--- src/rtl/hs_pkg.sv ---
package hs_pkg;

    typedef enum logic [2:0] {
        ST_IDLE,
        ST_SEND_BTN,
        ST_WAIT_GRANT,
        ST_SEND_LED,
        ST_WAIT_DONE
    } seq_state_e;

    typedef enum logic [1:0] {
        RSP_JUNK,
        RSP_ACK,
        RSP_NACK,
        RSP_FOREIGN
    } rsp_kind_e;

    localparam logic [7:0] CH_BTN  = 8'h42;
    localparam logic [7:0] CH_LED  = 8'h4C;
    localparam logic [7:0] CH_ACK  = 8'h41;
    localparam logic [7:0] CH_NACK = 8'h4E;
    localparam logic [7:0] CH_ZERO = 8'h30;
    localparam logic [7:0] CH_NUL  = 8'h00;

    function automatic logic [7:0] digit_char(input int unsigned id);
        return CH_ZERO + 8'(id);
    endfunction

endpackage

--- src/rtl/msg_encoder.sv ---
module msg_encoder #(
    parameter int unsigned PROC_ID = 0,
    parameter int unsigned WORD_W  = 32
) (
    input  logic              sel_led,
    output logic [WORD_W-1:0] word
);
    import hs_pkg::*;

    localparam logic [7:0] DIGIT = digit_char(PROC_ID);

    always_comb begin
        word = WORD_W'({CH_NUL, CH_ZERO, DIGIT, (sel_led ? CH_LED : CH_BTN)});
    end
endmodule

--- src/rtl/resp_decoder.sv ---
module resp_decoder #(
    parameter int unsigned PROC_ID = 0,
    parameter int unsigned WORD_W  = 32
) (
    input  logic [WORD_W-1:0] word,
    output hs_pkg::rsp_kind_e kind
);
    import hs_pkg::*;

    localparam logic [7:0] DIGIT = digit_char(PROC_ID);

    logic [7:0] b_type, b_proc, b_data, b_term;

    always_comb begin
        b_type = word[7:0];
        b_proc = word[15:8];
        b_data = word[23:16];
        b_term = word[31:24];
        if (b_proc != DIGIT) begin
            kind = RSP_FOREIGN;
        end else if (b_type == CH_ACK && b_data == CH_ACK && b_term == CH_NUL) begin
            kind = RSP_ACK;
        end else if (b_type == CH_NACK) begin
            kind = RSP_NACK;
        end else begin
            kind = RSP_JUNK;
        end
    end
endmodule

--- src/rtl/resp_timer.sv ---
module resp_timer #(
    parameter int unsigned LIMIT = 1024
) (
    input  logic clk,
    input  logic rst_n,
    input  logic clear,
    input  logic run,
    output logic expired
);
    localparam int unsigned CNT_W = $clog2(LIMIT + 1);
    localparam logic [CNT_W-1:0] LAST = CNT_W'(LIMIT - 1);

    logic [CNT_W-1:0] cnt_d, cnt_q;

    always_comb begin
        expired = run && (cnt_q == LAST);
        cnt_d   = cnt_q;
        if (clear) begin
            cnt_d = '0;
        end else if (run && !expired) begin
            cnt_d = cnt_q + 1'b1;
        end
    end

    always_ff @(posedge clk or negedge rst_n) begin
        if (!rst_n) cnt_q <= '0;
        else        cnt_q <= cnt_d;
    end
endmodule

--- src/rtl/btn_led_handshake.sv ---
module btn_led_handshake #(
    parameter int unsigned PROC_ID = 0,
    parameter int unsigned WORD_W  = 32,
    parameter int unsigned LED_W   = 4,
    parameter int unsigned TIMEOUT = 1024
) (
    input  logic              clk,
    input  logic              rst_n,
    input  logic              btn_level,
    input  logic              tx_empty,
    output logic              tx_wr,
    output logic [WORD_W-1:0] tx_data,
    input  logic              rx_valid,
    output logic              rx_rd,
    input  logic [WORD_W-1:0] rx_data,
    output logic [LED_W-1:0]  led_out,
    output logic              busy,
    output logic              err_pulse
);
    import hs_pkg::*;

    typedef struct packed {
        seq_state_e       st;
        logic             btn_prev;
        logic [LED_W-1:0] led;
        logic [LED_W-1:0] done_cnt;
        logic             err;
    } regs_t;

    localparam regs_t RESET_VAL = '{
        st: ST_IDLE, btn_prev: 1'b1, led: '0, done_cnt: '0, err: 1'b0
    };

    regs_t     r_d, r_q;
    rsp_kind_e kind;
    logic      sel_led;
    logic      tmr_clear, tmr_run, tmr_expired;
    logic      accepted;

    msg_encoder #(.PROC_ID(PROC_ID), .WORD_W(WORD_W)) u_enc (
        .sel_led (sel_led),
        .word    (tx_data)
    );

    resp_decoder #(.PROC_ID(PROC_ID), .WORD_W(WORD_W)) u_dec (
        .word (rx_data),
        .kind (kind)
    );

    resp_timer #(.LIMIT(TIMEOUT)) u_tmr (
        .clk     (clk),
        .rst_n   (rst_n),
        .clear   (tmr_clear),
        .run     (tmr_run),
        .expired (tmr_expired)
    );

    always_comb begin
        r_d          = r_q;
        r_d.err      = 1'b0;
        r_d.btn_prev = btn_level;
        tx_wr        = 1'b0;
        rx_rd        = 1'b0;
        tmr_clear    = 1'b0;
        tmr_run      = 1'b0;
        sel_led      = (r_q.st == ST_SEND_LED);
        accepted     = rx_valid && (kind == RSP_ACK || kind == RSP_NACK);

        unique case (r_q.st)
            ST_IDLE: begin
                if (btn_level && !r_q.btn_prev) r_d.st = ST_SEND_BTN;
            end
            ST_SEND_BTN, ST_SEND_LED: begin
                if (tx_empty) begin
                    tx_wr     = 1'b1;
                    tmr_clear = 1'b1;
                    r_d.st    = (r_q.st == ST_SEND_BTN) ? ST_WAIT_GRANT : ST_WAIT_DONE;
                end
            end
            ST_WAIT_GRANT, ST_WAIT_DONE: begin
                tmr_run = 1'b1;
                rx_rd   = rx_valid;
                if (accepted && kind == RSP_ACK) begin
                    if (r_q.st == ST_WAIT_GRANT) begin
                        r_d.led = r_q.done_cnt + 1'b1;
                        r_d.st  = ST_SEND_LED;
                    end else begin
                        r_d.done_cnt = r_q.done_cnt + 1'b1;
                        r_d.st       = ST_IDLE;
                    end
                end else if (accepted) begin
                    r_d.err = 1'b1;
                    r_d.st  = ST_IDLE;
                end else if (tmr_expired) begin
                    r_d.err = 1'b1;
                    r_d.st  = ST_IDLE;
                end
            end
            default: r_d.st = ST_IDLE;
        endcase
    end

    always_ff @(posedge clk or negedge rst_n) begin
        if (!rst_n) r_q <= RESET_VAL;
        else        r_q <= r_d;
    end

    assign led_out   = r_q.led;
    assign busy      = (r_q.st != ST_IDLE);
    assign err_pulse = r_q.err;

endmodule

--- config.mk ---
export PLATFORM = sky130hd
export DESIGN_NAME = btn_led_handshake
export DESIGN_NICKNAME = d
export VERILOG_FILES = /design/src/rtl/hs_pkg.sv /design/src/rtl/msg_encoder.sv /design/src/rtl/resp_decoder.sv /design/src/rtl/resp_timer.sv /design/src/rtl/btn_led_handshake.sv
export SDC_FILE = /design/constraint.sdc
export NUM_CORES = 1
export LEC_CHECK = 0
export BUFFER_PORTS_ARGS = -buffer_cell sky130_fd_sc_hd__buf_4
export CORE_ASPECT_RATIO = 1.5
export CORE_UTILIZATION = 45
export CTS_CLUSTER_SIZE = 20
export DETAILED_ROUTE_END_ITERATION = 7
export PLACE_DENSITY = 0.88
export SLEW_MARGIN = 20
export SYNTH_ARGS = -nofsm -noshare
export SYNTH_HDL_FRONTEND = slang
export SYNTH_SLANG_ARGS = --single-unit
--- constraint.sdc ---
create_clock -name clk -period 3.6 [get_ports clk]
set_input_delay 0.54 -clock clk [delete_from_list [all_inputs] [get_ports clk]]
set_output_delay 0.54 -clock clk [all_outputs]
set_load 0.05 [all_outputs]
# [After elaboration in Yosys (flattened, before gate mapping)]
# Cells that the tools add are included.
# Widths: inputs -> output; s select.
[totals] ff_bits=24 inputBits=37 output_inout_bits=40
[classes] add_sub_neg=2 n_eq_ne=14 muxes=22 n_bitwise=1 reduce_logical=19
[ops] operator="$eq 8x7->1 const B" n=3
[ops] operator="$mux 11" n=2
[ops] operator="$mux 3" n=6
[ops] operator="$add 11x1->11 const B" n=1
[ops] operator="$eq 11x10->1 const B" n=1
[ops] operator="$pmux 3 s3" n=1
[ops] operator="$reduce_and 3->1" n=3
[ops] operator="$logic_not 8->1" n=1
[ops] operator="$mux 1" n=8
[ops] operator="$mux 2" n=4
[ops] operator="$ne 8x6->1 const B" n=1
[ops] operator="$logic_and 1x1->1" n=7
[ops] operator="$eq 3x2->1 const B" n=2
[ops] operator="$add 4x1->4 const B" n=1
[ops] operator="$mux 4" n=1
[ops] operator="$ne 2x2->1 const B" n=2
[ops] operator="$ne 4x4->1 const B" n=1
[ops] operator="$reduce_or 2->1" n=2
[ops] operator="$eq 3x1->1 const B" n=1
[ops] operator="$eq 3x3->1 const B" n=1
[ops] operator="$logic_not 3->1" n=1
[ops] operator="$reduce_bool 3->1" n=1
[ops] operator="$eq 2x1->1 const B" n=1
[ops] operator="$eq 2x2->1 const B" n=1
[ops] operator="4 further kinds" n=5

# [Depth between registers and ports, before layout]
[depth] word_depth=11 ltp_mapped=7 mapped_depth_nobuf=5

# [By module]
# From an unflattened synthesis, not the netlist that was laid out.
[hier_totals] cells_unflattened=187 area_unflattened_um2=1816.7
[by_module_without_submodules] mod="resp_timer" instances=1 cells_each=73 area_per_inst_um2=738.2 seq_area_each_um2=275.3
[by_module_without_submodules] mod="btn_led_handshake" instances=1 cells_each=66 area_per_inst_um2=711.9 seq_area_each_um2=326.6
[by_module_without_submodules] mod="msg_encoder" instances=1 cells_each=34 area_per_inst_um2=244.0 seq_area_each_um2=0.0
[by_module_without_submodules] mod="resp_decoder" instances=1 cells_each=14 area_per_inst_um2=122.6 seq_area_each_um2=0.0

# [Worst setup path before layout]
# OpenSTA, ideal clock, no wires.
[synth_path] path_kind="reg-to-output" start="register r_q[12] (netlist bit)" end="output rx_rd" arrival_ns=1.557 required_ns=3.060 setup_slack_ns=1.503 stages_incl_launch_ff=6 path_buffers=2 path_cell_list="dfrtp_1 > buf_2 > xnor2_1 > nor2_1 > clkbuf_1 > and2_1"
[synth_via] elab_chain_len=3
[synth_lines] element="from (decl)" line_no="btn_led_handshake.sv:34" source="regs_t r_d, r_q;"
[synth_lines] element="from (signal assigned)" line_no="btn_led_handshake.sv:105" source="else r_q <= r_d;"
[synth_lines] element="$eq 3x2->1 / $eq 3x3->1 (equally long branches)" line_no="btn_led_handshake.sv:69" source="unique case (r_q.st)"
[synth_lines] element="$reduce_or 2->1 *" line_no="btn_led_handshake.sv:69"
[synth_lines] element="$mux 1 *" line_no="btn_led_handshake.sv:69"
[synth_lines] element="to (decl)" line_no="btn_led_handshake.sv:14" source="output logic rx_rd,"
# Mark *: on every way between the ends. The rest lies on a longest branch, timed or not.

# [Worst setup path after layout]
# Same ends and word-level chain as after synthesis.

==> PnR_summary.wiki <==
{| class="wikitable"
! Metric !! Value
|-
| P per Cell Area || 479.4 nW/um^2
|-
| Final hold slack || approximately 0.15 ns
|-
| Buffer type at the clock tree root || clkbuf_8
|-
| Result of the run || completed
|-
| Final worst slack || around 1.1 ns
|-
| Met2 WL || 1585 um
|-
| Remaining routing DRC violations || 0
|-
| Top library cells by usage in the layout, fill and taps aside || 48 x buf_4, 29 x conb_1, 23 x dfrtp_1, 14 x nor2_1
|-
| Number of top-level pins || between 70 and 80
|-
| Gate power share || between 40% and 50%
|-
| Fraction of layout instances using a drive strength above 1 || 29.61%
|-
| Clock tree from TritonCTS || yes
|-
| Detailed-route vias per instance || between 4 and 5
|-
| Required time of the critical path || ~3.1 ns
|-
| Most frequent standard cell in the layout excluding fill and tap cells || buf_4
|-
| Share of total power in the clock network || 20.3%
|-
| Slew at the pin closest to its max-slew limit || approximately 0.81 ns
|-
| Max-cap violations || 0
|-
| Total grt overflow || 0
|-
| Final HPWL from detailed placement || 2260 um
|-
| Sort of element at the start of the critical path || flip-flop
|-
| Slowest stage cell, crit path || nor2_1
|-
| Total setup buffers inserted after CTS || 0
|-
| Power share of the sequential group || 37.5%
|-
| Cell internal power dissipation || slightly above 0.5 mW
|-
| Placed cell areas || about 1800 um^2
|-
| Max rail drop VDD || between 0.3 and 0.4 mV
|-
| Post-synthesis sequential area ratio || around 38%
|-
| Net count of the finished layout || 246
|-
| Met3 routed WL || approximately 160 um
|-
| Setup TNS Final || 0 ns
|-
| Flops & latches, synth || 24
|-
| Die ar. || 3812 um^2
|-
| Max-slew violation count || 0
|-
| Final GP Congestion || around 0.77
|-
| Cts bufs inserted || 3
|-
| Arrival time of the worst setup path || roughly 2.0 ns
|-
| Cells resized by post-CTS repair || 0
|-
| Number of failing hold endpoints at the final stage || 0
|-
| Hold/Removal Path Class || in -> async
|-
| RSZ-0062 raised after global routing || no
|-
| Final count of negative-setup-slack endpoints || 0
|-
| Wire length of the first global-routing pass || between 4000 and 5000 um
|-
| Pre-Repair DR Iteration Count || 4
|-
| Buffers from clock root to sink, at most || 2
|-
| Growth of design area from synthesis to finish || 16.77%
|-
| Static leakage || ~0.94 nW
|-
| Largest fanout on the critical path || 13
|-
| Area of the mapped netlist || ~1600 um^2
|-
| Tot GR Track Use || between 15 and 20%
|-
| Share of the clock period used by the worst path after layout || a little over two thirds
|-
| Maximum number of pins on one net before global-route repair || 25
|-
| Total of fill cells in the finished design || between 300 and 400
|-
| Fraction of power spent switching nets || between 40% and 50%
|-
| Syn avg cell area || between 9 and 10 um^2
|-
| Number of antenna cells inserted || 0
|-
| Relative max-transition margin || between 40% and 50%
|-
| Antenna-violating nets left || 0
|-
| Number of buffers inserted by port buffering || 47
|-
| Delay contributed by the slowest stage of the critical path || about 0.63 ns
|-
| Clk sink count || 24
|-
| Area occupied by multi-input gates || just under 800 um^2
|-
| Highest layer used for signal routing || met4
|-
| Row count || 26
|-
| Top achievable clock speed || slightly below 400 MHz
|-
| Worst Setup Slack post-DPL || 1.202 ns
|-
| Die Y || roughly 75 um
|-
| Tot Pwr || around 0.90 mW
|-
| Number of standard cells after synthesis || around 170
|-
| Switching power total || approximately 0.38 mW
|-
| Cell variety after synth || 40
|-
| Final std cell area, no fill || between 1500 and 2000 um^2
|-
| Average wire per cell in the routed design || approximately 12 um
|-
| Worst-skew pair later-pin latency || 0.27 ns
|-
| Met1 Wirelength || ~1000 um
|-
| Via count of the first global-routing pass || between 1000 and 1500
|-
| Total vias in the final route || between 1000 and 1500
|-
| Register Area || about 600 um^2
|-
| Kind of end point of the critical path || output pin
|-
| Core ar. || 3416 um^2
|-
| Final worst path period need || 2.537 ns
|-
| H-tree level count || 1
|-
| DR iter-0 viols || 19
|-
| Total of warnings raised by yosys || 0
|-
| WS Path Type || reg -> out
|-
| Initial core utilization || 46.96%
|-
| CP cell instances || xnor2_1 -> nor2_1 -> and2_1 -> buf_4
|-
| Setup skew after layout || about 0.0036 ns
|-
| Number of antenna violations at the first check in global routing || 0
|-
| Die X || 50.75 um
|-
| Post-CTS Hold Fix Bufs || 0
|-
| Post-Route WL || between 2000 and 3000 um
|-
| CTS clock-pin slew for the worst setup and hold paths || 0.08 ns
|}
==> Yosys cell counts <==
cell type  number  area [um^2]
buf_4          35        262.8
dfrtp_1        23        575.6
nor2_1         14        52.55
nand3_1         8        40.04
nand4_1         8        50.05
xnor2_1         8        70.07
xor2_1          8        70.07
inv_1           5        18.77
nor3_1          5        25.02
a21oi_1         4        20.02
and3_1          4        25.02
nand2_1         4        15.01
buf_2           3        15.01
clkbuf_1        3        11.26
nor4b_1         3        26.28
and2_1          2        12.51
conb_1          2        7.510
ha_1            2        25.02
mux2_4          2        30.03
mux2i_1         2        20.02
nor2b_1         2        12.51
nor3b_1         2        15.01
nor4_1          2        12.51
nor4_2          2        25.02
a211o_1         1        8.760
a22o_1          1        8.760
a311oi_1        1        8.760
buf_6           1        11.26
dfstp_2         1        26.28
mux2_1          1        11.26
nand2_2         1        6.260
nand3_2         1        10.01
nand3b_1        1        7.510
nand4b_1        1        8.760
nor4_4          1        21.27
o21bai_1        1        7.510
o31ai_1         1        7.510
or2_2           1        6.260
or3_1           1        6.260
or4b_1          1        10.01
==> worst paths after layout <==
| kind | start | endpoint | slack, ns | depth (start not counted) |
|---|---|---|---|---|
| setup / recovery | r_q[12]$_DFFE_PN0P_ | rx_rd | 1.06 | 4 |
| hold / removal | rst_n | led_out[1]$_DFFE_PN0P_ | 0.15 | 1 |
| setup reg to reg | r_q[12]$_DFFE_PN0P_ | led_out[2]$_DFFE_PN0P_ | 1.40 | 4 |
| hold reg to reg | r_q[4]$_DFFE_PN0P_ | r_q[4]$_DFFE_PN0P_ | 0.50 | 1 |
| max in group asynchronous | rst_n | r_q[9]$_DFF_PN1_ | 3.17 | 1 |
| min in group clk | btn_level | r_q[9]$_DFF_PN1_ | 0.38 | 1 |
==> per-stage QoR <==
stage          util (%)  std cells
4_1_cts           54.84        248
2_1_floorplan         -        196
3_5_place_dp      53.22        244
5_1_grt           54.84        248
3_3_place_gp      53.22        244
6_report          54.84        248
==> worst max-delay path: cells and delay by family, from the launching register on <==
| kind | cells | cell delay (ns) |
|---|---|---|
| buffers and inverters | 1 | 0.19 |
| flip-flops | 1 | 0.50 |
| XOR/XNOR | 1 | 0.18 |
| AND/OR/NAND/NOR | 2 | 0.85 |
==> sequential cells by signal, indices dropped and copies added (netlist names) <==
signal,flops
r_q,8
led_out,4
err_pulse,1
u_tmr.cnt_q,11
==> cell families (layout without fill, tap and decap cells) <==
logic type / Yosys count / count (layout) / share of synthesized area (%)
compound gates: 9 / 9 / 3.823
mux: 5 / 5 / 3.822
simple gates: 64 / 64 / 24.18
buf+inv: 47 / 57 / 19.89
fa+ha+maj: 2 / 2 / 1.560
other cells: 2 / 29 / 0.4682
xor+xnor: 16 / 16 / 8.737
flops: 24 / 24 / 37.52
==> layout make-up <==
class                      count  area share, %
clock buffer                   4          2.939
multi-input combinational    125          41.88
tap                           42          2.806
sequential                    24          32.13
timing repair buffer          48          19.24
inverter                       5          1.002
==> power groups by stage <==
stage	combinational, mW	clock [mW]	sequential, mW
floorplan	0.344	0	0.314
global placement	0.377	0	0.341
detailed placement	0.381	0	0.342
CTS	0.382	0.190	0.336
global route	0.410	0.198	0.344
finish	0.378	0.182	0.337
==> per-layer routing <==
metal	up-vias	global-route usage [%]
met5	-	0
met4	0	10.80
met3	5	1.616
met2	62	33.04
met1	571	17.88
li1	586	-
(Power assumes the default switching activity.)
